$ cat src/rtl/atclk_pkg.sv
package atclk_pkg;

   localparam int unsigned CODE_W = 2;
   localparam int unsigned HALF_W = CODE_W + 1;

   typedef logic [CODE_W-1:0] div_code_t;
   typedef logic [HALF_W-1:0] half_t;

   localparam logic [7:0] CTL_INDEX       = 8'h07;
   localparam div_code_t  FAST_RESET_CODE = 2'd2;
   localparam div_code_t  CPU_RESET_CODE  = 2'd0;

   typedef struct packed {
      div_code_t cpu;
      div_code_t fast;
      div_code_t std;
   } clk_ctl_t;

   // phase length in source ticks for a bus divisor code
   function automatic half_t half_ticks(input div_code_t code);
      return {1'b0, code} + half_t'(1);
   endfunction

endpackage

$ cat src/rtl/atclk_detect.sv
module atclk_detect
   import atclk_pkg::*;
#(
   parameter int unsigned WINDOW      = 1024,
   parameter int unsigned MIN_EDGES   = 8,
   parameter int unsigned SYNC_STAGES = 2
) (
   input  logic clk,
   input  logic rst,
   input  logic osc_pin,
   output logic pin_sync,
   output logic osc_edge,
   output logic done,
   output logic present
);

   localparam int unsigned WIN_W  = $clog2(WINDOW);
   localparam int unsigned EDGE_W = $clog2(MIN_EDGES + 1);
   localparam logic [WIN_W-1:0]  WIN_LAST = WIN_W'(WINDOW - 1);
   localparam logic [EDGE_W-1:0] EDGE_SAT = EDGE_W'(MIN_EDGES);

   generate
      if (WINDOW < 2)      $error("detect window too short");
      if (MIN_EDGES < 1)   $error("edge threshold must be positive");
      if (SYNC_STAGES < 2) $error("at least two synchroniser stages");
   endgenerate

   logic [SYNC_STAGES:0] sync_q;
   logic [WIN_W-1:0]     win_q;
   logic [EDGE_W-1:0]    edge_q, edge_nxt;
   logic                 done_q, present_q;

   always_ff @(posedge clk) begin
      if (rst) sync_q <= '0;
      else     sync_q <= {sync_q[SYNC_STAGES-1:0], osc_pin};
   end

   assign pin_sync = sync_q[SYNC_STAGES-1];
   assign osc_edge = sync_q[SYNC_STAGES-1] & ~sync_q[SYNC_STAGES];

   always_comb begin
      edge_nxt = edge_q;
      if (osc_edge && edge_q != EDGE_SAT) edge_nxt = edge_q + EDGE_W'(1);
   end

   always_ff @(posedge clk) begin
      if (rst) begin
         win_q     <= '0;
         edge_q    <= '0;
         done_q    <= 1'b0;
         present_q <= 1'b0;
      end else if (!done_q) begin
         win_q  <= win_q + WIN_W'(1);
         edge_q <= edge_nxt;
         if (win_q == WIN_LAST) begin
            done_q    <= 1'b1;
            present_q <= (edge_nxt >= EDGE_SAT);
         end
      end
   end

   assign done    = done_q;
   assign present = present_q;


   done_hold_chk: assert property (@(posedge clk) disable iff (rst)
      done_q |=> done_q && $stable(present_q));


   present_needs_done_chk: assert property (@(posedge clk) disable iff (rst)
      present_q |-> done_q);

endmodule

$ cat src/rtl/atclk_cfg.sv
module atclk_cfg
   import atclk_pkg::*;
(
   input  logic       clk,
   input  logic       rst,
   input  div_code_t  strap_std,
   input  logic       we,
   input  logic       port,
   input  logic [7:0] wdata,
   input  logic       det_done,
   input  logic       det_present,
   output logic [7:0] rdata,
   output clk_ctl_t   ctl
);

   localparam int unsigned CTL_W = $bits(clk_ctl_t);

   generate
      if (CTL_W + 2 > 8) $error("control fields exceed register width");
   endgenerate

   logic [7:0] index_q;
   clk_ctl_t   ctl_q;
   logic       wdata_unused;

   assign wdata_unused = ^wdata[7:CTL_W];

   always_ff @(posedge clk) begin
      if (rst) begin
         index_q <= 8'h00;
         ctl_q   <= '{cpu: CPU_RESET_CODE, fast: FAST_RESET_CODE, std: strap_std};
      end else if (we) begin
         if (!port)                   index_q <= wdata;
         else if (index_q == CTL_INDEX) ctl_q <= clk_ctl_t'(wdata[CTL_W-1:0]);
      end
   end

   always_comb begin
      if (!port)                     rdata = index_q;
      else if (index_q == CTL_INDEX) rdata = {det_present, det_done, ctl_q};
      else                           rdata = 8'h00;
   end

   assign ctl = ctl_q;


   foreign_index_chk: assert property (@(posedge clk) disable iff (rst)
      we && port && index_q != CTL_INDEX |=> $stable(ctl_q));


   reset_value_chk: assert property (@(posedge clk)
      $past(rst) && !rst |-> ctl_q.fast == FAST_RESET_CODE &&
                             ctl_q.cpu == CPU_RESET_CODE &&
                             ctl_q.std == $past(strap_std) && index_q == 8'h00);

endmodule

$ cat src/rtl/atclk_cpudiv.sv
module atclk_cpudiv
   import atclk_pkg::*;
(
   input  logic      clk,
   input  logic      rst,
   input  div_code_t code,
   output logic      tick
);

   div_code_t cnt_q;
   logic      tick_q;

   always_ff @(posedge clk) begin
      if (rst) begin
         cnt_q  <= '0;
         tick_q <= 1'b0;
      end else if (cnt_q >= code) begin
         cnt_q  <= '0;
         tick_q <= 1'b1;
      end else begin
         cnt_q  <= cnt_q + CODE_W'(1);
         tick_q <= 1'b0;
      end
   end

   assign tick = tick_q;


   full_rate_chk: assert property (@(posedge clk) disable iff (rst)
      tick_q && code == '0 |=> tick_q);


   no_double_tick_chk: assert property (@(posedge clk) disable iff (rst)
      tick_q && code != '0 |=> !tick_q);

endmodule

$ cat src/rtl/atclk_busdiv.sv
module atclk_busdiv
   import atclk_pkg::*;
(
   input  logic      clk,
   input  logic      rst,
   input  logic      run,
   input  logic      src_tick,
   input  div_code_t sel_code,
   output logic      bus_clk
);

   half_t half_q, cnt_q, sel_half;
   logic  clk_q;

   assign sel_half = half_ticks(sel_code);

   always_ff @(posedge clk) begin
      if (rst) begin
         clk_q  <= 1'b0;
         cnt_q  <= '0;
         half_q <= half_t'(1);
      end else if (!run) begin
         clk_q  <= 1'b0;
         cnt_q  <= '0;
         half_q <= sel_half;
      end else if (src_tick) begin
         if (cnt_q == half_q - half_t'(1)) begin
            cnt_q <= '0;
            clk_q <= ~clk_q;
            if (!clk_q) half_q <= sel_half;
         end else begin
            cnt_q <= cnt_q + half_t'(1);
         end
      end
   end

   assign bus_clk = clk_q;


   half_only_at_rise_chk: assert property (@(posedge clk) disable iff (rst)
      $past(run) && $changed(half_q) |-> $rose(clk_q));


   cnt_in_phase_chk: assert property (@(posedge clk) disable iff (rst)
      cnt_q < half_q);

endmodule

$ cat src/rtl/atbus_clkgen.sv
module atbus_clkgen
   import atclk_pkg::*;
#(
   parameter int unsigned           ADDR_W        = 24,
   parameter logic [ADDR_W-1:0]     WIN_LO        = 'h0A0000,
   parameter logic [ADDR_W-1:0]     WIN_HI        = 'h0BFFFF,
   parameter bit                    WINDOW_EN     = 1'b1,
   parameter int unsigned           DET_WINDOW    = 1024,
   parameter int unsigned           DET_MIN_EDGES = 8,
   parameter int unsigned           SYNC_STAGES   = 2
) (
   input  logic              clk,
   input  logic              rst,
   input  logic              osc_pin,
   input  logic [1:0]        strap_std,
   input  logic              acc_valid,
   input  logic [ADDR_W-1:0] acc_addr,
   input  logic              cfg_we,
   input  logic              cfg_port,
   input  logic [7:0]        cfg_wdata,
   output logic [7:0]        cfg_rdata,
   output logic              bus_clk,
   output logic              cpu_tick
);

   generate
      if (WIN_LO > WIN_HI) $error("video window bounds reversed");
      if (CODE_W != 2)     $error("port strap width assumes two-bit codes");
   endgenerate

   logic      pin_sync, osc_edge, det_done, det_present;
   logic      in_win, sel_fast, src_tick;
   clk_ctl_t  ctl;
   div_code_t sel_code;

   atclk_detect #(
      .WINDOW(DET_WINDOW), .MIN_EDGES(DET_MIN_EDGES), .SYNC_STAGES(SYNC_STAGES)
   ) u_detect (
      .clk(clk), .rst(rst), .osc_pin(osc_pin), .pin_sync(pin_sync),
      .osc_edge(osc_edge), .done(det_done), .present(det_present)
   );

   atclk_cfg u_cfg (
      .clk(clk), .rst(rst), .strap_std(div_code_t'(strap_std)), .we(cfg_we),
      .port(cfg_port), .wdata(cfg_wdata), .det_done(det_done),
      .det_present(det_present), .rdata(cfg_rdata), .ctl(ctl)
   );

   generate
      if (WINDOW_EN) begin : g_win
         assign in_win = acc_valid && (acc_addr >= WIN_LO) && (acc_addr <= WIN_HI);
      end else begin : g_nowin
         logic acc_unused;
         assign acc_unused = acc_valid ^ (^acc_addr);
         assign in_win = 1'b0;
      end
   endgenerate

   assign sel_fast = in_win || (!det_present && pin_sync);
   assign sel_code = sel_fast ? ctl.fast : ctl.std;
   assign src_tick = det_present ? osc_edge : 1'b1;

   atclk_busdiv u_busdiv (
      .clk(clk), .rst(rst), .run(det_done), .src_tick(src_tick),
      .sel_code(sel_code), .bus_clk(bus_clk)
   );

   atclk_cpudiv u_cpudiv (
      .clk(clk), .rst(rst), .code(ctl.cpu), .tick(cpu_tick)
   );


   idle_before_detect_chk: assert property (@(posedge clk) disable iff (rst)
      !det_done |-> !bus_clk);


   async_paced_by_osc_chk: assert property (@(posedge clk) disable iff (rst)
      det_present && $changed(bus_clk) |-> $past(osc_edge));

endmodule

$ cat config.mk
export PLATFORM = sky130hd
export DESIGN_NAME = atbus_clkgen
export DESIGN_NICKNAME = d
export VERILOG_FILES = /design/src/rtl/atclk_pkg.sv /design/src/rtl/atclk_detect.sv /design/src/rtl/atclk_cfg.sv /design/src/rtl/atclk_cpudiv.sv /design/src/rtl/atclk_busdiv.sv /design/src/rtl/atbus_clkgen.sv
export SDC_FILE = /design/constraint.sdc
export NUM_CORES = 1
export LEC_CHECK = 0
export ABC_AREA = 1
export ABC_CLOCK_PERIOD_IN_PS = 1500
export CAP_MARGIN = 20
export CORE_MARGIN = 4
export CORE_UTILIZATION = 63
export CTS_CLUSTER_SIZE = 14
export DETAILED_ROUTE_END_ITERATION = 16
export DONT_BUFFER_PORTS = 1
export PLACE_DENSITY = 0.75
export SETUP_SLACK_MARGIN = 0.1
export SKIP_CTS_REPAIR_TIMING = 1
export SYNTH_ARGS = -nofsm -noshare
export SYNTH_HDL_FRONTEND = slang
export SYNTH_HIERARCHICAL = 1
export SYNTH_SLANG_ARGS = --single-unit
$ cat constraint.sdc
create_clock -name clk -period 1.5 [get_ports clk]
set_input_delay 0.075 -clock clk [delete_from_list [all_inputs] [get_ports clk]]
set_output_delay 0.075 -clock clk [all_outputs]
set_load 0.02 [all_outputs]
==> results of run 1 <==
[worst min-delay path: cells and delay by family]
| family | cells | cell delay [ps] |
|---|---|---|
| buffers and inverters | 1 | 40 |
| and+or+nand+nor | 3 | 260 |
[state kept, by name, summed over array words and instances (netlist names)]
| name | flops |
|---|---|
| u_busdiv/bus_clk | 1 |
| u_busdiv/cnt_q | 3 |
| u_busdiv/half_q | 3 |
| u_cfg/ctl | 6 |
| u_cfg/index_q | 8 |
| u_cpudiv/cnt_q | 2 |
| u_cpudiv/tick | 1 |
| u_detect/done | 1 |
| u_detect/edge_q | 4 |
| u_detect/present | 1 |
| u_detect/sync_q | 3 |
| u_detect/win_q | 10 |
[power by group through the flow]
stage | combinational [mW] | sequential, mW | clock (mW)
after detailed placement | 0.261 | 1.25 | 0
after global routing | 0.427 | 1.24 | 0.716
after floorplan | 0.218 | 1.24 | 0
final | 0.392 | 1.23 | 0.639
after CTS | 0.262 | 1.22 | 0.652
after global placement | 0.254 | 1.25 | 0
[cell usage in the layout (no fill, tap or decap), types with 2 or more instances in the layout]
cell type | Yosys | layout
nand3_1 | 19 | 12
nand2_4 | 1 | 2
nand4_1 | 9 | 9
nor2_2 | 4 | 3
dfxtp_1 | 41 | 27
o21ai_0 | 7 | 7
nand2_1 | 86 | 82
nand2_2 | 7 | 9
dlygate4sd3_1 | 0 | 12
edfxtp_1 | 2 | 2
a21oi_2 | 0 | 2
nand3_2 | 0 | 7
ha_4 | 0 | 2
ha_1 | 8 | 6
o21ai_2 | 1 | 3
dfxtp_2 | 0 | 13
o21ai_1 | 9 | 6
a21oi_1 | 16 | 14
nor2_1 | 35 | 35
nand3_4 | 2 | 2
inv_2 | 8 | 11
inv_1 | 52 | 49
buf_4 | 0 | 9
nor2_4 | 3 | 4
buf_6 | 1 | 8
o22ai_2 | 0 | 5
clkbuf_4 | 0 | 5
xnor2_1 | 2 | 2
xor2_1 | 2 | 2
[final cells by class]
class                      instances  share of cell area
tap                               46              0.0203
sequential                        43               0.317
multi-input combinational        222               0.459
inverter                          62              0.0828
clock buffer                       7              0.0233
timing repair buffer              29              0.0978
[worst paths after layout]
path / startpoint / to / slack (ps) / cells after the start
min: cfg_wdata[5] / u_cfg/ctl[5]$_SDFFE_PP0P_ / 40 / 4
min reg2reg: u_detect/sync_q[0]$_SDFF_PP0_ / u_detect/sync_q[1]$_SDFF_PP0_ / 410 / 2
max: u_cfg/index_q[3]$_SDFFE_PP0P_ / cfg_rdata[0] / -80 / 6
max reg2reg: u_busdiv/half_q[0]$_SDFFE_PP1P_ / u_busdiv/half_q[2]$_SDFFE_PP0P_ / 100 / 9
[metrics by stage]
step | setup TNS [ps] | total power, mW
floorplan | 0 | 1.46
global placement | 0 | 1.50
detailed placement | 0 | 1.51
CTS | -669 | 2.14
global route | -784 | 2.38
finish | -376 | 2.27
[logic make-up after synthesis]
group	share of synthesized area
adder cells (fa/ha/maj)	0.0436
multiplexers	0.00436
AND/OR/NAND/NOR	0.342
XOR/XNOR	0.0153
buffers and inverters	0.116
flip-flops	0.383
AO/OA/AOI/OAI	0.0953
[Yosys cell counts]
| master | instances |
|---|---|
| nand2_1 | 86 |
| inv_1 | 52 |
| dfxtp_1 | 41 |
| nor2_1 | 35 |
| nand3_1 | 19 |
| a21oi_1 | 16 |
| nand4_1 | 9 |
| o21ai_1 | 9 |
| ha_1 | 8 |
| inv_2 | 8 |
| nand2_2 | 7 |
| o21ai_0 | 7 |
| o22ai_1 | 5 |
| buf_2 | 4 |
| nor2_2 | 4 |
| nor2_4 | 3 |
| edfxtp_1 | 2 |
| nand3_4 | 2 |
| xnor2_1 | 2 |
| xor2_1 | 2 |
| buf_6 | 1 |
| clkinv_1 | 1 |
| inv_4 | 1 |
| mux2i_1 | 1 |
| nand2_4 | 1 |
| nor2_8 | 1 |
| nor3_1 | 1 |
| o21ai_2 | 1 |
| o21bai_1 | 1 |
| o21bai_2 | 1 |
| or2_2 | 1 |
[metal layers]
layer	vias up	track usage
met3	15	0.0591
met2	85	0.365
met4	0	0.0844
met5	-	0
met1	1013	0.264
li1	1098	-
==> results.yml, run 1 <==
status:
  run_status: "finished, violations left"
  violations: "setup timing"
timing:
  holdWs_ps: 41.5
  worstMarginPinSlew_ps: 583
  hold_viol_final: 0
  rsz0062_at_grt: "yes"
  drv_slew: 0
  min_period_ps: 1580
  finalWorstSetupSlack_ps: -77.7
  setup_viol: 8
  period_share: 1.05
  fmax_mhz: 634
  max_slew_margin: 0.610
  skew_ps: 7.67
floorplanning:
  die_area_um2: 4680
  dieWidth_um: 68.4
  row_count: 21
  initial_core_util: 0.673
  coreArea_um2: 3420
  fp.dieH_um: 68.4
  io_pins: 50
critical_path:
  path_cells: "inv_2, nand2_4, nor2_8, nand2_8, o21ai_4, buf_6"
  cpMaxStageDelayCell: "dfxtp_2"
  cp-start-kind: "flip-flop"
  cp_max_fo: 8
  worstPathRequired_ps: 1420
  crit_type: "flip-flop to primary output"
  slowest_delay_ps: 330
  path_buf_inv: 2
  crit_arrival_ps: 1500
  critPathCaptureType: "primary output"
  crit_family: "simple AND/OR/NAND/NOR gates"
pwr:
  p_leak_nw: 1.29
  p_sw_frac: 0.278
  p_int_mw: 1.64
  peakVddDrop_mv: 0.607
  power_switching_mw: 0.629
  p_clk_frac: 0.282
  combPwrFrac: 0.173
  seqPwrFrac: 0.545
  powerDensity_nw_per_um2: 797
clocking:
  clkSinkCount: 43
  cts_buffers: 5
  cts_tree: "built"
  clockBufferDepth: 2
  h-tree-depth: 2
  clk_pin_slew_ps: 120
  insertion_delay_ps: 350
  root_buffer: "clkbuf_4"
drt:
  met2_length_um: 2950
  vias: 2211
  met1_length_um: 2270
  top_layer_used: "met4"
  viasPerCell: 5.41
  drcViolationCount: 0
  dr.pass1.iters: 5
  route.final.wire_length_um: 5670
  ant_nets: 0
  wl_met3_um: 306
  drt_iter0_markers: 111
  wl_per_cell_um: 13.9
flow_run:
  drv_cap: 0
worst_hold_path:
  hp-class: "primary input to flip-flop"
synth:
  synth_fp_nets: 380
  yosysTopAreaCell: "dfxtp_1"
  yosys.cell_types.count: 31
  syn_avg_cell_area_um2: 6.92
  synth_top_area_frac: 0.357
  syn-instance-count: 332
  ys_ff_latch: 43
  syn_area_um2: 2300
  synth.yosys.warnings: 6
  yosysSeqAreaShare: 0.383
  synth_area_leaders: "dfxtp_1, nand2_1, inv_1, nor2_1, ha_1"
finish:
  final_core_util: 0.832
  antenna_cells: 0
  instances_no_fill: 409
  fill_cells: 205
  design_area_um2: 2840
  multiInputGateArea_um2: 1300
  nets: 411
  drive_gt1_frac: 0.256
  area_growth_syn_to_layout_pct: 23.7
  seq_area_um2: 901
place:
  dp_worst_setup_slack_ps: 98.1
  dp.cells: 383
  port_buffers: 0
  gp_congestion: 0.810
  dp_hpwl_um: 3270
  placed_area_um2: 2400
grt:
  grt_pass1_wl_um: 7620
  antenna_found_initial: 0
  grt_pass1_vias: 1845
  grt_overflow_total: 0
  grt_usage: 0.218
  grt_max_degree: 16
Power figures use the tool's default switching activity.
==> run 2, diff against run 1 <==
CORE_MARGIN = not set   (was 4)
==> results.yml, run 2 (synthesis results as in run 1) <==
status:
  run_status: "finished, violations left"
  violations: "setup timing"
critical_path:
  crit_arrival_ps: 1440
  slowest_delay_ps: 330
  crit_type: "flip-flop to primary output"
  path_cells: "inv_2, nand2_2, nor2_4, nand2_4, o21ai_2, buf_6"
  worstPathRequired_ps: 1420
  critPathCaptureType: "primary output"
  cp_max_fo: 8
  cp-start-kind: "flip-flop"
  cpMaxStageDelayCell: "dfxtp_1"
finish:
  antenna_cells: 0
  final_common_cell: "nand2_1"
  layout_common_cells: "nand2_1, inv_1, nor2_1, dfxtp_1"
  nets: 409
  instances_no_fill: 408
  largest_register_ffs: 10
  drive_gt1_frac: 0.235
  area_growth_syn_to_layout_pct: 19.6
  top_register: "u_detect/win_q"
pwr:
  peakVddDrop_mv: 0.624
  p_leak_nw: 1.27
  powerDensity_nw_per_um2: 774
clocking:
  root_buffer: "clkbuf_4"
  clkSinkCount: 43
  insertion_delay_ps: 350
  cts_tree: "built"
  clockBufferDepth: 2
  clk_pin_slew_ps: 120
  cts_buffers: 5
  h-tree-depth: 2
floorplanning:
  fp.dieH_um: 62.4
  die_area_um2: 3890
  io_pins: 50
  row_count: 21
  dieWidth_um: 62.4
  coreArea_um2: 3420
  initial_core_util: 0.673
drt:
  vias: 2101
  dr.pass1.iters: 4
  drt_iter0_markers: 106
  drcViolationCount: 0
  route.final.wire_length_um: 4930
  wl_per_cell_um: 12.1
  viasPerCell: 5.15
  ant_nets: 0
grt:
  grt_pass1_vias: 1779
  grt_pass1_wl_um: 7400
  grt_max_degree: 16
  antenna_found_initial: 0
  grt_usage: 0.239
  grt_overflow_total: 0
timing:
  worstMarginPinSlew_ps: 544
  holdWs_ps: 22.2
  drv_slew: 0
  min_period_ps: 1510
  skew_ps: 6.08
  finalWorstSetupSlack_ps: -11.6
  fmax_mhz: 662
  period_share: 1.01
  setup_viol: 1
  hold_viol_final: 0
  rsz0062_at_grt: "yes"
  max_slew_margin: 0.636
place:
  gp_congestion: 0.806
  dp.cells: 383
  dp_hpwl_um: 3200
  port_buffers: 0
flow_run:
  drv_cap: 0
worst_hold_path:
  hp-class: "primary input to flip-flop"
run 2: critical path, delay by kind of cell, from the launching register on:
kind / cells / cell delay [ps]
buffers and inverters: 2 / 220
AO/OA/AOI/OAI: 1 / 170
flip-flops: 1 / 330
AND/OR/NAND/NOR: 3 / 370
run 2: routing by layer:
layer	vias up	track usage	wire [um]
li1	1092	-	-
met1	960	0.295	2200
met2	43	0.415	2470
met3	6	0.0639	193
met4	0	0.0552	74
met5	-	0	0
run 2: final cells by class:
cell class                 count  area [um^2]
clock inverter                 1         5.00
inverter                      62          235
sequential                    43          893
fill                         251          669
clock buffer                   7         45.0
tap                           46         57.6
multi-input combinational    222         1260
timing repair buffer          27          251
run 2: metrics by stage:
stage	power [mW]	setup WS, ps	util	instance area (um^2)	setup TNS, ps
2_1_floorplan	1.46	123	-	2300	0
4_1_cts	2.04	-106	0.717	2450	-603
6_report	2.13	-11.6	0.804	2750	-11.6
3_5_place_dp	1.51	75.8	0.702	2400	0
5_1_grt	2.23	-67.1	0.804	2750	-430
3_3_place_gp	1.50	130	0.702	2400	0
run 2: power breakdown:
part / leakage [nW] / switching [mW] / internal, mW / total (mW)
registers: 0.357 / 0.0317 / 1.20 / 1.23
logic: 0.885 / 0.212 / 0.147 / 0.358
clock network: 0.0293 / 0.357 / 0.183 / 0.540
run 2: path summary, 6_finish.rpt:
kind / start / endpoint / slack [ps] / depth (start not counted)
min: cfg_wdata[5] / u_cfg/ctl[5]$_SDFFE_PP0P_ / 20 / 4
max: u_cfg/index_q[6]$_SDFFE_PP0P_ / cfg_rdata[1] / -10 / 6
min reg2reg: u_detect/sync_q[0]$_SDFF_PP0_ / u_detect/sync_q[1]$_SDFF_PP0_ / 410 / 2
max reg2reg: u_busdiv/half_q[0]$_SDFFE_PP1P_ / u_busdiv/half_q[2]$_SDFFE_PP0P_ / 120 / 9
==> run 3, diff against run 2 <==
SETUP_SLACK_MARGIN = not set   (was 0.1)
==> results.yml, run 3 (synthesis results as in run 1) <==
critical_path:
  cp-start-kind: "flip-flop"
  critPathCaptureType: "primary output"
  worstPathRequired_ps: 1420
  crit_arrival_ps: 1430
  slowest_delay_ps: 330
  crit_family: "simple AND/OR/NAND/NOR gates"
  path_buf_inv: 2
  crit_type: "flip-flop to primary output"
  path_cells: "inv_2, nand2_2, nor2_4, nand2_4, o21ai_2, buf_6"
  cpMaxStageDelayCell: "dfxtp_1"
  cp_max_fo: 8
clocking:
  clk_pin_slew_ps: 120
  clockBufferDepth: 2
  insertion_delay_ps: 350
  cts_tree: "built"
  h-tree-depth: 2
  clkSinkCount: 43
  cts_buffers: 5
  root_buffer: "clkbuf_4"
finish:
  layout_common_cells: "nand2_1, inv_1, dfxtp_1, nor2_1, nand3_1"
  fill_cells: 263
  final_common_cell: "nand2_1"
  area_growth_syn_to_layout_pct: 17.8
  largest_register_ffs: 10
  instances_no_fill: 408
  nets: 409
  drive_gt1_frac: 0.202
  antenna_cells: 0
  top_register: "u_detect/win_q"
grt:
  grtUsageMet2: 0.415
  grt-busiest-layer: "met2"
  use_met1: 0.295
  antenna_found_initial: 0
  grt_overflow_total: 0
  grt_usage: 0.239
  grt_pass1_wl_um: 7400
  grt_max_degree: 16
  grtUsageMet3: 0.0639
  grt_pass1_vias: 1779
timing:
  worstMarginPinSlew_ps: 537
  drv_slew: 0
  rsz0062_at_grt: "yes"
  finalWorstSetupSlack_ps: -3.45
  skew_ps: 4.75
  min_period_ps: 1500
  fmax_mhz: 665
  hold_viol_final: 0
  max_slew_margin: 0.641
  period_share: 1.00
  setup_viol: 1
  holdWs_ps: 32.1
drt:
  drcViolationCount: 0
  dr.pass1.iters: 4
  wl_per_cell_um: 12.0
  ant_nets: 0
  vias: 2100
  viasPerCell: 5.15
  drt_iter0_markers: 110
  route.final.wire_length_um: 4890
pwr:
  p_leak_nw: 1.27
  peakVddDrop_mv: 0.629
  power.total_mw: 2.11
  powerDensity_nw_per_um2: 781
place:
  dp.cells: 383
  port_buffers: 0
  gp_congestion: 0.806
  dp_hpwl_um: 3200
  dp_worst_setup_slack_ps: 75.8
floorplanning:
  die_area_um2: 3890
  io_pins: 50
  initial_core_util: 0.673
  fp.dieH_um: 62.4
  dieWidth_um: 62.4
  coreArea_um2: 3420
  row_count: 21
worst_hold_path:
  hp-class: "primary input to flip-flop"
status:
  violations: "setup timing"
  run_status: "finished, violations left"
flow_run:
  drv_cap: 0
==> run 3: final timing paths <==
check                                      from                         endpoint  slack, ps  depth (start not counted)
setup / recovery  u_cfg/index_q[6]$_SDFFE_PP0P_                     cfg_rdata[1]         -3                          6
hold / removal                     cfg_wdata[5]        u_cfg/ctl[5]$_SDFFE_PP0P_         30                          4
setup reg to reg  u_detect/sync_q[1]$_SDFF_PP0_  u_busdiv/half_q[0]$_SDFFE_PP1P_        110                          9
hold reg to reg   u_detect/sync_q[0]$_SDFF_PP0_    u_detect/sync_q[1]$_SDFF_PP0_        410                          2
==> run 3: tightest hold or removal path: cells and delay by family <==
kind | cells | cell delay, ps
buf+inv | 1 | 20
simple gates | 3 | 250
==> run 3: final cells by class <==
| cell class | instances | area, um^2 | area share |
|---|---|---|---|
| multi-input cells | 222 | 1220 | 0.452 |
| flip-flops and latches | 43 | 887 | 0.328 |
| repair buffers | 27 | 251 | 0.0930 |
| inverters | 62 | 235 | 0.0870 |
| well taps | 46 | 57.6 | 0.0213 |
| clock buffers | 7 | 45.0 | 0.0167 |
| clock inverters | 1 | 5.00 | 0.00185 |
==> run 3: metal layers <==
layer | vias up | routed length (um)
li1 | 1092 | -
met1 | 944 | 2240
met2 | 60 | 2400
met3 | 4 | 203
met4 | 0 | 48
met5 | - | 0
==> run 3: per-stage QoR <==
| stage | area (um^2) | utilization | TNS (ps) |
|---|---|---|---|
| 2_1_floorplan | 2300 | - | 0 |
| 3_3_place_gp | 2400 | 0.702 | 0 |
| 3_5_place_dp | 2400 | 0.702 | 0 |
| 4_1_cts | 2450 | 0.717 | -603 |
| 5_1_grt | 2710 | 0.792 | -407 |
| 6_report | 2710 | 0.792 | -3.45 |
==> run 3: where the power goes <==
group / internal (mW) / leakage, nW / switching (mW) / total [mW]
clock network: 0.183 / 0.0293 / 0.357 / 0.540
logic: 0.142 / 0.882 / 0.203 / 0.345
registers: 1.19 / 0.355 / 0.0314 / 1.23
total: 1.52 / 1.27 / 0.591 / 2.11
